<file path="config.mk">
export PLATFORM = sky130hd
export DESIGN_NAME = chr_bank_mapper
export DESIGN_NICKNAME = d
export VERILOG_FILES = /design/src/rtl/chr_bank_mapper_pkg.sv /design/src/rtl/chr_pattern_map.sv /design/src/rtl/chr_ntable_map.sv /design/src/rtl/chr_bank_mapper.sv
export SDC_FILE = /design/constraint.sdc
export NUM_CORES = 1
export LEC_CHECK = 0
export ABC_AREA = 1
export ABC_CLOCK_PERIOD_IN_PS = 1600
export BUFFER_PORTS_ARGS = -buffer_cell sky130_fd_sc_hd__buf_2
export CORE_UTILIZATION = 25
export DETAILED_ROUTE_END_ITERATION = 10
export GPL_ROUTABILITY_DRIVEN = 1
export PLACE_DENSITY = 0.51
export REMOVE_ABC_BUFFERS = 1
export SETUP_SLACK_MARGIN = 0.1
export SLEW_MARGIN = 40
export SYNTH_ARGS = -nofsm -noshare
export SYNTH_HDL_FRONTEND = slang
export SYNTH_SLANG_ARGS = --single-unit
</file>
<file path="constraint.sdc">
create_clock -name vclk -period 1.6
set_input_delay 0.32 -clock vclk [all_inputs]
set_output_delay 0.32 -clock vclk [all_outputs]
set_load 0.02 [all_outputs]
</file>
<file path="src/rtl/chr_bank_mapper_pkg.sv">
package chr_bank_mapper_pkg;

  typedef enum logic [1:0] {
    MODE_DIRECT    = 2'd0,
    MODE_WIDE_PAT  = 2'd1,
    MODE_SPLIT     = 2'd2,
    MODE_SPLIT_FIX = 2'd3
  } bank_mode_e;

  // Control byte layout, LSB field last.
  typedef struct packed {
    logic       ram_en;    // bit 7, not used here
    logic       spare;     // bit 6, not used here
    logic       a10_rule;  // bit 5
    logic       nt_src;    // bit 4: 1 = CHR memory, 0 = internal RAM
    logic [1:0] mir;       // bits 3:2
    bank_mode_e mode;      // bits 1:0
  } ctl_t;

  localparam int unsigned NUM_BANK_REGS = 8;

endpackage

</file>
<file path="src/rtl/chr_pattern_map.sv">
module chr_pattern_map
  import chr_bank_mapper_pkg::*;
#(
  parameter int unsigned BANK_W = 8
) (
  input  ctl_t              ctl,
  input  logic [2:0]        slot,
  input  logic [BANK_W-1:0] banks [NUM_BANK_REGS],
  output logic [BANK_W-1:0] pat_addr
);

  logic [BANK_W-1:0] wide_reg;
  logic              wide_lsb;

  always_comb begin
    wide_reg = '0;
    wide_lsb = 1'b0;
    pat_addr = '0;
    case (ctl.mode)
      MODE_DIRECT: pat_addr = banks[slot];
      MODE_WIDE_PAT: begin
        wide_reg = banks[{1'b0, slot[2:1]}];
        wide_lsb = ctl.a10_rule ? slot[0] : wide_reg[0];
        pat_addr = {wide_reg[BANK_W-1:1], wide_lsb};
      end
      default: begin
        if (!slot[2]) begin
          pat_addr = banks[slot];
        end else begin
          wide_reg = banks[{2'b10, slot[1]}];
          wide_lsb = ctl.a10_rule ? slot[0] : wide_reg[0];
          pat_addr = {wide_reg[BANK_W-1:1], wide_lsb};
        end
      end
    endcase
  end

endmodule

</file>
<file path="src/rtl/chr_ntable_map.sv">
module chr_ntable_map
  import chr_bank_mapper_pkg::*;
#(
  parameter int unsigned BANK_W = 8
) (
  input  ctl_t              ctl,
  input  logic [1:0]        q,       // {A11, A10}
  input  logic [BANK_W-1:0] banks [NUM_BANK_REGS],
  output logic [BANK_W-1:0] nt_addr,
  output logic              nt_a10
);

  logic              pick_hi;
  logic [BANK_W-1:0] src;
  logic              lsb;

  always_comb begin
    pick_hi = 1'b0;
    src     = banks[6];
    lsb     = 1'b0;
    case (ctl.mode)
      MODE_DIRECT: begin
        pick_hi = ctl.mir[0] ? q[0] : q[1];
        src     = pick_hi ? banks[7] : banks[6];
        if (ctl.a10_rule) begin
          case (ctl.mir)
            2'd0:    lsb = q[0];
            2'd1:    lsb = q[1];
            2'd2:    lsb = 1'b0;
            default: lsb = 1'b1;
          endcase
        end else begin
          lsb = src[0];
        end
      end
      MODE_WIDE_PAT: begin
        src = banks[{1'b1, q}];
        lsb = src[0];
      end
      default: begin
        pick_hi = ctl.mir[0] ? q[1] : q[0];
        src     = pick_hi ? banks[7] : banks[6];
        if (ctl.mode == MODE_SPLIT_FIX && ctl.a10_rule) begin
          case (ctl.mir)
            2'd0:    lsb = q[1];
            2'd1:    lsb = q[0];
            2'd2:    lsb = 1'b1;
            default: lsb = 1'b0;
          endcase
        end else begin
          lsb = src[0];
        end
      end
    endcase
    nt_addr = {src[BANK_W-1:1], lsb};
    nt_a10  = lsb;
  end

endmodule

</file>
<file path="src/rtl/chr_bank_mapper.sv">
module chr_bank_mapper
  import chr_bank_mapper_pkg::*;
#(
  parameter int unsigned BANK_W = 8,
  localparam int unsigned NUM_BANKS = NUM_BANK_REGS,
  localparam int unsigned FLAT_W = NUM_BANKS * BANK_W
) (
  input  logic [3:0]        ppu_a_hi,
  input  logic [7:0]        ctl_byte,
  input  logic [FLAT_W-1:0] bank_flat,
  output logic [BANK_W-1:0] chr_addr,
  output logic              nt_int_sel,
  output logic              nt_int_a10
);

  ctl_t              ctl;
  logic [BANK_W-1:0] banks [NUM_BANKS];
  logic [BANK_W-1:0] pat_addr;
  logic [BANK_W-1:0] nt_addr;
  logic              nt_a10;
  logic              nt_fetch;

  assign ctl      = ctl_t'(ctl_byte);
  assign nt_fetch = ppu_a_hi[3];

  for (genvar g = 0; g < NUM_BANKS; g++) begin : g_unpack
    assign banks[g] = bank_flat[g*BANK_W +: BANK_W];
  end

  chr_pattern_map #(.BANK_W(BANK_W)) u_pat (
    .ctl      (ctl),
    .slot     (ppu_a_hi[2:0]),
    .banks    (banks),
    .pat_addr (pat_addr)
  );

  chr_ntable_map #(.BANK_W(BANK_W)) u_nt (
    .ctl     (ctl),
    .q       (ppu_a_hi[1:0]),
    .banks   (banks),
    .nt_addr (nt_addr),
    .nt_a10  (nt_a10)
  );

  assign chr_addr   = nt_fetch ? nt_addr : pat_addr;
  assign nt_int_sel = nt_fetch & ~ctl.nt_src;
  assign nt_int_a10 = nt_a10;

endmodule

</file>
# Word level (Yosys, flattened, before mapping)
# Cells that the tools add are included.
# totals
ff_bits	0
in_bits	76
elab_cells	44
# op_classes
order_cmp	4
eq_ne	4
muxes	27
n_bitwise	6
reduce_logical	3
# ops
operator	count
8-bit binary-select mux with 3-bit select	4
8-bit two-way mux	12
8-bit case mux with 2 select lines	2
4-bit >= comparator, second input constant	4
3-bit inverter with 4-bit output	3
1-bit two-way mux	6
1-bit case mux with 3 select lines	2
2-bit by 1-bit == test with 1-bit output, second input constant	2
2-bit == test, second input constant	2
2-bit logical NOT	2
2-bit inverter with 4-bit output	1
1-bit case mux with 2 select lines	1
1-bit AND	1
1-bit logical AND	1
1-bit inverter	1

# Depth between registers and ports, before layout
# logic_depth
depth_word	8
ltp_mapped	11
depth_no_buf	10

# Hierarchy
# A second synthesis with hierarchy kept.
# hier_totals
hier_cells	475
area_unflattened_um2	2157.1
# modules_own_cells
module	n_inst	cells_per_inst	area_each_um2	seq_area_each_um2
chr_pattern_map	1	312	1327.5	0.0
chr_ntable_map	1	136	720.7	0.0
chr_bank_mapper	1	27	108.9	0.0

# Least setup slack after synthesis
# No wires, ideal clock.
# synth_timing
kind	input-to-output
start	input port ppu_a_hi[1]
end	output port chr_addr[0]
t_arrival_ns	1.380
setup_slack_ns	-0.100
stages	9
path_buffers	2
path_cell_list	buf_4 buf_6 nand2_1 nand3_1 nand2_1 nand2_1 nand3_1 nor2_1 nor2_1
# synth_via
word_cells_on_any_way	30
cone_classes	mux: 26; bitwise: 4
# synth_lines
item	line	rtl
start, declared	chr_bank_mapper.sv:8	input logic [3:0] ppu_a_hi,
3-bit inverter with 4-bit output (implied by the code)	chr_ntable_map.sv:37	src = banks[{1'b1, q}];
8-bit binary-select mux with 3-bit select	chr_ntable_map.sv:37	
8-bit two-way mux (implied by the code) (2 in a row)	chr_ntable_map.sv:37	
1-bit case mux with 2 select lines (*)	chr_ntable_map.sv:21	case (ctl.mode)
net nt_int_a10	chr_bank_mapper.sv:13	output logic nt_int_a10
8-bit two-way mux (*)	chr_bank_mapper.sv:45	assign chr_addr = nt_fetch ? nt_addr : pat_addr;
end, declared	chr_bank_mapper.sv:11	output logic [BANK_W-1:0] chr_addr,
# Mark *: on every way through the listed nets, which the timed path passes. The rest lies on a longest branch. The select of a mux whose other input is x is not followed.

# Worst setup path in the final report
# layout_timing
start	input port ppu_a_hi[1]
end	output port chr_addr[1]
# layout_via
elab_chain_cells	7
word_cells_on_any_way	24
cone_classes	mux: 20; bitwise: 4
# layout_lines
item	line	rtl
3-bit inverter with 4-bit output (on tied branches)	chr_pattern_map.sv:20, chr_pattern_map.sv:28, chr_pattern_map.sv:30	
8-bit binary-select mux with 3-bit select (on tied branches)	chr_pattern_map.sv:20, chr_pattern_map.sv:28, chr_pattern_map.sv:30	
8-bit two-way mux (on tied branches) (2 in a row)	chr_pattern_map.sv:20, chr_pattern_map.sv:28, chr_pattern_map.sv:30	
8-bit two-way mux	chr_pattern_map.sv:27	if (!slot[2]) begin
8-bit case mux with 2 select lines	chr_pattern_map.sv:19	case (ctl.mode)
8-bit two-way mux (*)	chr_bank_mapper.sv:45	
# Every way passes the cells marked *; elsewhere a longest branch is shown, timed or not. The select of a mux whose other input is x is not followed.

==> results.tsv <==
stage	metric	value	unit
clock_tree	post-cts hold buffer count	0	
power_and_ir_drop	VDD IR max	0.167	mV
timing	post-layout min period	1780	ps
timing	Slew @ Worst Pin	212	ps
global_routing	gr busiest metal	met2	
synth	Avg Cell Area, Syn	4.40	µm²
status	run status	finished, violations left	
global_routing	largest net degree at the start of global routing	17	
layout	Seq cells	0	
routing	Post-Route WL	6.90	mm
synth	most frequent cell after synthesis	nand2_1	
synth	Warnings, synthesis	0	
placed_design	Placed Instance Area	2430	µm²
global_routing	met3 Use GR	1.19	%
worst_setup_path	WP data arrival	1460	ps
routing	DR iter-0 viols	123	
worst_setup_path	CP Data Required Time	1280	ps
status	violated checks	negative setup slack	
power_and_ir_drop	PnR Total Power	0.934	mW
timing	Fin. Hold Viols	0	
worst_setup_path	crit end category	output port	
floorplan	IO Pins	86	
synth	top cells by area, synth	nand2_1 40%, nand3_1 15%, inv_1 13%	
floorplan	Die H	83.2	µm
timing	setup_tns	-1350	ps
floorplan	CORE AREA	6350	µm²
min_path	hold_sp	ctl_byte[4]	
layout	Area Overhead vs Synth	84.9	%
placed_design	DP Worst Slack	-361	ps
floorplan	Chip Width	83.2	µm
synth	commonest cells in the netlist	174 x nand2_1, 56 x inv_1, 50 x nand3_1, 21 x o211ai_1, 18 x nor2_1	
worst_setup_path	Crit-path slowest cell	or2_4	
min_path	Min-Delay Path Class	primary input to output port	
global_routing	vias in the first global route	2500	
placed_design	GPL Wtd Cong	0.863	
synth	Seq/Total Area, Yosys	0	%
synth	Cell variety after synth	19	
global_routing	first-pass GRT wire length	11.4	mm
worst_setup_path	delay-heaviest family, CP	simple AND/OR/NAND/NOR gates	
global_routing	Total GRT Usage	19.6	%
routing	DR vias	2714	
floorplan	starting density of the core	25.9	%
worst_setup_path	CP startpoint	ppu_a_hi[1]	
synth	largest area contributor in the netlist	nand2_1	
global_routing	Congestion Overflow GR	0	
global_routing	met2 GRT Util	33.3	%
worst_setup_path	critical path class	primary input to output port	
synth	Post-Syn Area	1650	µm²
worst_setup_path	CP Launch Type	primary input	
timing	Final setup viols	9	
timing	Max transition margin	85.9	%
layout	register area	0	µm²
power_and_ir_drop	Static Leak	1.79	nW
routing	DRC viols	0	
timing	Hold Slack	891	ps
worst_setup_path	CP max FO	6	
timing	Slew Viols, Final	0	
routing	Pre-Repair DR Iteration Count	4	
layout	# nets final	568	
global_routing	GR Util met1	27.2	%
power_and_ir_drop	Pwr Density	307	nW/µm²
run	Max-Cap Viols	0	
worst_setup_path	CP bufs+invs	5	
worst_setup_path	max incr delay on CP	220	ps
layout	Clock Buffer Count	0	
synth	top cell type's share of synthesized area	39.7	%
placed_design	IO buf count	84	
placed_design	Detail Placement HPWL	5.08	mm
layout	layout cells sized above 1	43.5	%
global_routing	initial antenna violation count	0	
timing	min setup slack post-route	-180	ps
routing	wire per inst	12.2	µm
layout	post-route cell area	3040	µm²
layout	antenna diode count	0	
floorplan	num rows	29	
timing	Tcrit/Tclk final	111	%
floorplan	full die area	6910	µm²
synth	cell count after synthesis	374	
routing	drt via density	4.79	
routing	Post-DRT Antenna Nets	0	
timing	Peak Freq	562	MHz
timing	RSZ-0062 raised after global routing	yes	
worst_setup_path	CP cell instances	buf_16 -> inv_12 -> buf_12 -> or2_4 -> nand2_1 -> nand2_2 -> nand2_1 -> nand2_1 -> nand2_2 -> nand3_2 -> nand2_2 -> inv_1 -> buf_6	
kinds of logic after synthesis:
logic type / Yosys count / share of synthesized area [%]
AO/OA/AOI/OAI: 38 / 14.9
AND/OR/NAND/NOR: 258 / 65.1
buffers and inverters: 78 / 20.0
what timing repair did:
item / CTS / global route
resized for setup: 88 / 45
endpoints found under the setup margin: 9 / 9
hold endpoints to repair: 0 / 0
setup buffers: 7 / 0
cloned: 3 / 0
pin swaps: 42 / 14
metal layers:
| layer | share of wire, % | routed length (µm) |
|---|---|---|
| met3 | 5.3 | 364 |
| met1 | 45 | 3130 |
| met5 | 0 | 0 |
| met2 | 48 | 3290 |
| met4 | 1.6 | 107 |
cells in the final DEF, fill, tap and decap left out, types with 9 or more instances in the layout:
cell and n:
buf_4 34, inv_1 55, buf_2 72, nand2_4 10
nand2_2 28, nand2_1 135, o211ai_1 21, nand3_2 16
buf_6 14, nor2_1 16, buf_12 9, nand3_1 34
layout make-up:
type                            count  area [µm²]
Inverter                           59         234
Timing Repair Buffer              135        1090
Fill cell                         658        3310
Tap cell                           77        96.3
Multi-Input combinational cell    296        1630
power by group:
part	leakage, nW	switching [mW]	internal (mW)	total (mW)
Combinational	1.79	0.485	0.448	0.934
Sequential	0	0	0	0
Clock	0	0	0	0
worst paths after layout:
path                     endpoint  slack (ps)  cells past startpoint
worst max-delay path  chr_addr[1]        -180                     13
worst min-delay path   nt_int_sel         890                      3
through the flow:
step,std cells,util (%)
5_1_grt,567,47.9
4_1_cts,567,45.5
6_report,567,47.9
3_3_place_gp,557,38.2
3_5_place_dp,557,38.2
2_1_floorplan,355,-
Note: power is estimated with default switching activity, not from simulation.
